<file path="src/rtl/swmode_pkg.sv">
package swmode_pkg;

    localparam int FLIT_W     = 16;
    localparam int FIFO_DEPTH = 4;

    typedef enum logic [1:0] {
        PATH_PKT = 2'd0,
        PATH_UCS = 2'd1,
        PATH_BCS = 2'd2
    } path_e;

    typedef struct packed {
        logic circuit;
        logic buffered;
    } mode_sel_t;

    function automatic path_e decode_path(mode_sel_t m);
        if (!m.circuit)
            return PATH_PKT;
        return m.buffered ? PATH_BCS : PATH_UCS;
    endfunction

endpackage

</file>
<file path="src/rtl/swmode_fifo.sv">
module swmode_fifo #(
    parameter int W     = 16,
    parameter int DEPTH = 4
) (
    input  logic         clk,
    input  logic         rst,
    input  logic         push,
    input  logic [W-1:0] din,
    input  logic         pop,
    output logic [W-1:0] dout,
    output logic         empty,
    output logic         full
);
    localparam int AW = (DEPTH > 1) ? $clog2(DEPTH) : 1;
    localparam int CW = $clog2(DEPTH + 1);

    logic [W-1:0]  mem [DEPTH];
    logic [AW-1:0] wr_ptr, rd_ptr;
    logic [CW-1:0] count;

    function automatic logic [AW-1:0] bump(logic [AW-1:0] p);
        return (p == AW'(DEPTH - 1)) ? '0 : p + 1'b1;
    endfunction

    assign empty = (count == '0);
    assign full  = (count == CW'(DEPTH));
    assign dout  = mem[rd_ptr];

    always_ff @(posedge clk) begin
        if (rst) begin
            wr_ptr <= '0;
            rd_ptr <= '0;
            count  <= '0;
        end else begin
            if (push) begin
                mem[wr_ptr] <= din;
                wr_ptr      <= bump(wr_ptr);
            end
            if (pop)
                rd_ptr <= bump(rd_ptr);
            if (push && !pop)
                count <= count + 1'b1;
            else if (pop && !push)
                count <= count - 1'b1;
        end
    end
endmodule

</file>
<file path="src/rtl/swmode_stage_reg.sv">
module swmode_stage_reg #(
    parameter int W = 16
) (
    input  logic         clk,
    input  logic         rst,
    input  logic         load,
    input  logic         drain,
    input  logic [W-1:0] din,
    output logic [W-1:0] dout,
    output logic         full
);
    always_ff @(posedge clk) begin
        if (rst) begin
            full <= 1'b0;
            dout <= '0;
        end else begin
            if (load)
                dout <= din;
            if (load)
                full <= 1'b1;
            else if (drain)
                full <= 1'b0;
        end
    end
endmodule

</file>
<file path="src/rtl/swmode_path_ctrl.sv">
module swmode_path_ctrl
    import swmode_pkg::*;
(
    input  logic  clk,
    input  logic  rst,
    input  logic  in_valid,
    input  logic  in_head,
    input  logic  in_tail,
    input  logic  in_ack,
    input  path_e req_path,
    input  logic  store_empty,
    output path_e eff_path,
    output path_e cur_path,
    output logic  hold_wait,
    output logic  pkt_open
);
    logic head_now;
    logic taken;

    assign head_now  = in_valid && !pkt_open && in_head;
    assign hold_wait = head_now && (req_path != cur_path) && !store_empty;
    assign taken     = in_valid && in_ack;

    always_comb begin
        if (head_now && !hold_wait)
            eff_path = req_path;
        else
            eff_path = cur_path;
    end

    always_ff @(posedge clk) begin
        if (rst) begin
            cur_path <= PATH_PKT;
            pkt_open <= 1'b0;
        end else if (taken) begin
            if (head_now) begin
                cur_path <= req_path;
                pkt_open <= !in_tail;
            end else if (pkt_open && in_tail) begin
                pkt_open <= 1'b0;
            end
        end
    end
endmodule

</file>
<file path="src/rtl/swmode_input_channel.sv">
module swmode_input_channel
    import swmode_pkg::*;
#(
    parameter int FW    = swmode_pkg::FLIT_W,
    parameter int DEPTH = swmode_pkg::FIFO_DEPTH
) (
    input  logic          clk,
    input  logic          rst,
    input  logic          mode_circuit_i,
    input  logic          mode_buffered_i,
    input  logic          in_valid_i,
    input  logic [FW-1:0] in_flit_i,
    output logic          in_ack_o,
    output logic          out_valid_o,
    output logic [FW-1:0] out_flit_o,
    input  logic          out_ack_i
);
    localparam int HEAD_BIT = FW - 1;
    localparam int TAIL_BIT = FW - 2;

    mode_sel_t     req_sel;
    path_e         req_path, eff_path, cur_path;
    logic          hold_wait, pkt_open, store_empty;
    logic          fifo_push, fifo_pop, fifo_empty, fifo_full;
    logic [FW-1:0] fifo_head;
    logic          reg_load, reg_drain, reg_full;
    logic [FW-1:0] reg_q;
    logic          take, sel_circuit, sel_buffered, path_ack;
    logic          circ_valid;
    logic [FW-1:0] circ_flit;

    assign req_sel     = '{circuit: mode_circuit_i, buffered: mode_buffered_i};
    assign req_path    = decode_path(req_sel);
    assign store_empty = fifo_empty && !reg_full;

    swmode_path_ctrl u_ctrl (
        .clk        (clk),
        .rst        (rst),
        .in_valid   (in_valid_i),
        .in_head    (in_flit_i[HEAD_BIT]),
        .in_tail    (in_flit_i[TAIL_BIT]),
        .in_ack     (in_ack_o),
        .req_path   (req_path),
        .store_empty(store_empty),
        .eff_path   (eff_path),
        .cur_path   (cur_path),
        .hold_wait  (hold_wait),
        .pkt_open   (pkt_open)
    );

    assign sel_circuit  = (eff_path != PATH_PKT);
    assign sel_buffered = (eff_path == PATH_BCS);

    always_comb begin
        unique case (eff_path)
            PATH_UCS: path_ack = out_ack_i;
            PATH_BCS: path_ack = !reg_full || out_ack_i;
            default:  path_ack = !fifo_full;
        endcase
    end

    assign in_ack_o  = path_ack && !hold_wait;
    assign take      = in_valid_i && in_ack_o;
    assign fifo_push = take && !sel_circuit;
    assign reg_load  = take && sel_buffered;

    swmode_fifo #(.W(FW), .DEPTH(DEPTH)) u_fifo (
        .clk  (clk),
        .rst  (rst),
        .push (fifo_push),
        .din  (in_flit_i),
        .pop  (fifo_pop),
        .dout (fifo_head),
        .empty(fifo_empty),
        .full (fifo_full)
    );

    swmode_stage_reg #(.W(FW)) u_stage (
        .clk  (clk),
        .rst  (rst),
        .load (reg_load),
        .drain(reg_drain),
        .din  (in_flit_i),
        .dout (reg_q),
        .full (reg_full)
    );

    // second stage: buffered or unbuffered circuit
    assign circ_valid = sel_buffered ? reg_full : (in_valid_i && !hold_wait);
    assign circ_flit  = sel_buffered ? reg_q    : in_flit_i;

    // first stage: circuit or packet
    assign out_valid_o = sel_circuit ? circ_valid : !fifo_empty;
    assign out_flit_o  = sel_circuit ? circ_flit  : fifo_head;

    assign fifo_pop  = out_valid_o && out_ack_i && !sel_circuit;
    assign reg_drain = out_valid_o && out_ack_i && sel_buffered;
endmodule

</file>
<file path="config.mk">
export PLATFORM = sky130hd
export DESIGN_NAME = swmode_input_channel
export DESIGN_NICKNAME = d
export VERILOG_FILES = /design/src/rtl/swmode_pkg.sv /design/src/rtl/swmode_fifo.sv /design/src/rtl/swmode_stage_reg.sv /design/src/rtl/swmode_path_ctrl.sv /design/src/rtl/swmode_input_channel.sv
export SDC_FILE = /design/constraint.sdc
export NUM_CORES = 1
export LEC_CHECK = 0
export ABC_AREA = 1
export CAP_MARGIN = 40
export CORE_ASPECT_RATIO = 0.5
export CORE_UTILIZATION = 45
export CTS_CLUSTER_SIZE = 24
export DETAILED_ROUTE_END_ITERATION = 6
export SLEW_MARGIN = 25
export SYNTH_ARGS = -nofsm -noshare
export SYNTH_HDL_FRONTEND = slang
export SYNTH_SLANG_ARGS = --single-unit
</file>
<file path="constraint.sdc">
create_clock -name clk -period 6.4 [get_ports clk]
set_input_delay 1.28 -clock clk [delete_from_list [all_inputs] [get_ports clk]]
set_output_delay 1.28 -clock clk [all_outputs]
set_load 0.01 [all_outputs]
</file>
==> flow_summary.toml <==
[sta]
rsz0062_at_grt = "no"
min_period_over_period_pct = 87.4
final.setup.tns_ns = 0
fin_crit_ns = 5.59
hold_violations = 0
setup_violations = 0
fin_skew_ns = 0.00683
drv_slew = 0
relSlewSlack_pct = 55.1
fmax_mhz = 179
whs_ns = 0.456
worst_slew_pin_slew_ns = 0.673

[global_route]
grt_pass1_vias = 3026
grt_max_degree = 34
grt_overflow = 0
grt_use_total_pct = 19.8
antenna_found_initial = 0
grt_pass1_wl_um = 15100

[finish]
fill_cells = 750
final_common_cell = "nand2_1"
fin_nets = 492
post_route_cells_drive_above_1_share_pct = 13.8
design_area_sq_um = 5220
diodes = 0
layout_common_cells = "nand2_1 (90), edfxtp_1 (64), a21oi_1 (46)"
area_growth_pct = 20.1

[drt]
viasPerCell = 5.22
drt_iter0_markers = 229
vias = 3107
ant_nets = 0
drt_first_pass_iters = 4
wl_per_cell_um = 15.7
drc = 0
routed_wl_um = 9350

[placed_design]
gp_congestion = 0.815
portBuffers = 39
dpl_cell_area_sq_um = 4870
hpwlAfterDp_um = 5880

[critical_path]
ff2ff_path_depth = 22
critical_path_class = "in -> out"
critPathRequiredTime_ns = 5.12
r2r-end = "u_fifo.count[2]$_SDFFE_PP0P_"
end_kind = "output pin"
start_kind = "primary input"
crit_path_max_fanout = 17
arrival_ns = 4.31
timing.rr.start = "u_fifo.count[0]$_SDFFE_PP0P_"
regToRegSetupSlack_ns = 2.66

[yosys]
yosysWarnings = 0
synth_fp_nets = 455
synth_xor_area_share_pct = 0.202
ys_seq_area_share_pct = 57.6
async_flop_share_pct = 0
synth_top_area_share_pct = 44.3
synth_compound_area_share_pct = 16.9
synth_seq_cells = 93
synth_fa_ha_area_share_pct = 3.05
synth.distinct_cells = 38
synth_top_family_by_area = "compound AO/OA/AOI/OAI gates"
synthMuxAreaShare_pct = 0
synthCells = 423
synth_largest_area_cell = "edfxtp_1"
yosys_most_used_dff = "edfxtp_1"
syn_avg_cell_area_sq_um = 10.3
synth_edf_count = 64
syn_area_sq_um = 4340
synth.area.top_cells = "edfxtp_1 (44%), dfxtp_1 (13%), nand2_1 (7.8%)"
synth-simple-area-share_pct = 15.6

[power_and_ir_drop]
leakagePower_nw = 1.93
power_density_nw_per_um2 = 375
ir_drop_uv = 160

[flow_run]
drv_cap = 0

[die]
pin_count = 40
dieArea_sq_um = 10100
die_x_um = 141
start_util_pct = 48.0
die_y_um = 71.5
core_sq_um = 9040
fp-row-count = 24

[worst_hold_path]
hold_depth = 2
hp-start = "u_stage.dout[14]$_SDFFE_PP0P_"
hold_class = "reg -> reg"
hold_end = "u_stage.dout[14]$_SDFFE_PP0P_"

[clock_network]
cts_setup_buffers = 0
cts_buffers = 9
root_buffer = "clkbuf_16"
worstSkewPairLatency_ns = 0.34
numClockSinks = 93
path_clk_slew_ns = 0.06
cts_resized = 0
ctsLongestPathBuffers = 2
h-tree-depth = 3
cts_tree = "built"
cts.hold.buffers_added = 0

[status]
outcome = "complete, no violations"
-- worst max-delay path by stage --
stage | from | endpoint | slack, ns | cells past startpoint
2_1_floorplan | mode_buffered_i | out_flit_o[10] | 2.10 | 14
3_3_place_gp | in_flit_i[15] | out_flit_o[14] | 0.82 | 13
3_5_place_dp | in_flit_i[15] | out_flit_o[14] | 0.79 | 13
4_1_cts | in_flit_i[15] | out_flit_o[14] | 0.78 | 13
5_1_grt | in_flit_i[15] | out_flit_o[14] | 0.51 | 13
6_report | in_flit_i[15] | out_flit_o[10] | 0.81 | 15
-- registers in the layout, indices dropped and copies added (netlist names), named ones only --
signal / count
u_stage.full: 1
u_stage.dout: 16
u_fifo.rd_ptr: 2
u_fifo.wr_ptr: 2
u_fifo.count: 3
u_ctrl.pkt_open: 1
u_ctrl.cur_path: 2
u_fifo.mem: 64
-- critical path: stages --
cell and delay, ns:
clkdlybuf4s50_1 0.61, nand2_1 0.13, nor2_4 0.15, nand2_2 0.07, inv_2 0.06, nand2_4 0.07
nand2_1 0.11, nand2_1 0.06, o21ai_0 0.16, ha_2 0.45, buf_4 0.29, a21oi_1 0.09
o21ai_0 0.09, o21a_1 0.15, clkdlybuf4s50_1 0.53
-- layout make-up --
cell class | instances | area, sq um | area share (%)
inverter | 44 | 165 | 3.17
tap | 130 | 163 | 3.12
clock buffer | 9 | 225 | 4.32
sequential | 93 | 2500 | 48.0
timing repair buffer | 49 | 485 | 9.31
multi-input combinational | 263 | 1550 | 29.8
clock inverter | 7 | 120 | 2.30
-- Yosys cell counts, drive strengths merged (2+ instances only) --
master  number
clkbuf      16
nand2       96
inv         43
nor2        17
ha           9
edfxtp      64
buf          7
a21boi       2
nand4        2
nand3       20
o21a        15
nor3         2
a32oi       15
o21ai       23
dfxtp       29
a21oi       57
-- power by group --
part / total [mW] / internal (mW) / switching [mW]
logic: 0.614 / 0.269 / 0.345
clock network: 0.610 / 0.384 / 0.227
registers: 0.733 / 0.691 / 0.0426
-- kinds of logic (layout without fill, tap and decap cells) --
group / count (synthesis) / in the layout
AND/OR/NAND/NOR: 138 / 138
AO/OA/AOI/OAI: 114 / 114
flip-flops: 93 / 93
buffers and inverters: 67 / 109
adder cells (fa/ha/maj): 10 / 10
XOR/XNOR: 1 / 1
-- per-stage QoR --
| step | total power, mW | setup slack [ns] | cells | util (%) |
|---|---|---|---|---|
| floorplan | 1.14 | 2.10 | 423 | - |
| global placement | 1.34 | 0.825 | 578 | 53.7 |
| detailed placement | 1.36 | 0.786 | 579 | 53.9 |
| CTS | 1.98 | 0.779 | 595 | 57.7 |
| global route | 2.07 | 0.510 | 595 | 57.7 |
| finish | 1.96 | 0.808 | 595 | 57.7 |
-- routing by layer --
metal / GRT usage (%) / share of wire (%)
met1: 26.5 / 48
met2: 31.9 / 46
met3: 4.75 / 4.7
met4: 7.13 / 1.2
met5: 0 / 0
Power figures use the tool's default switching activity.
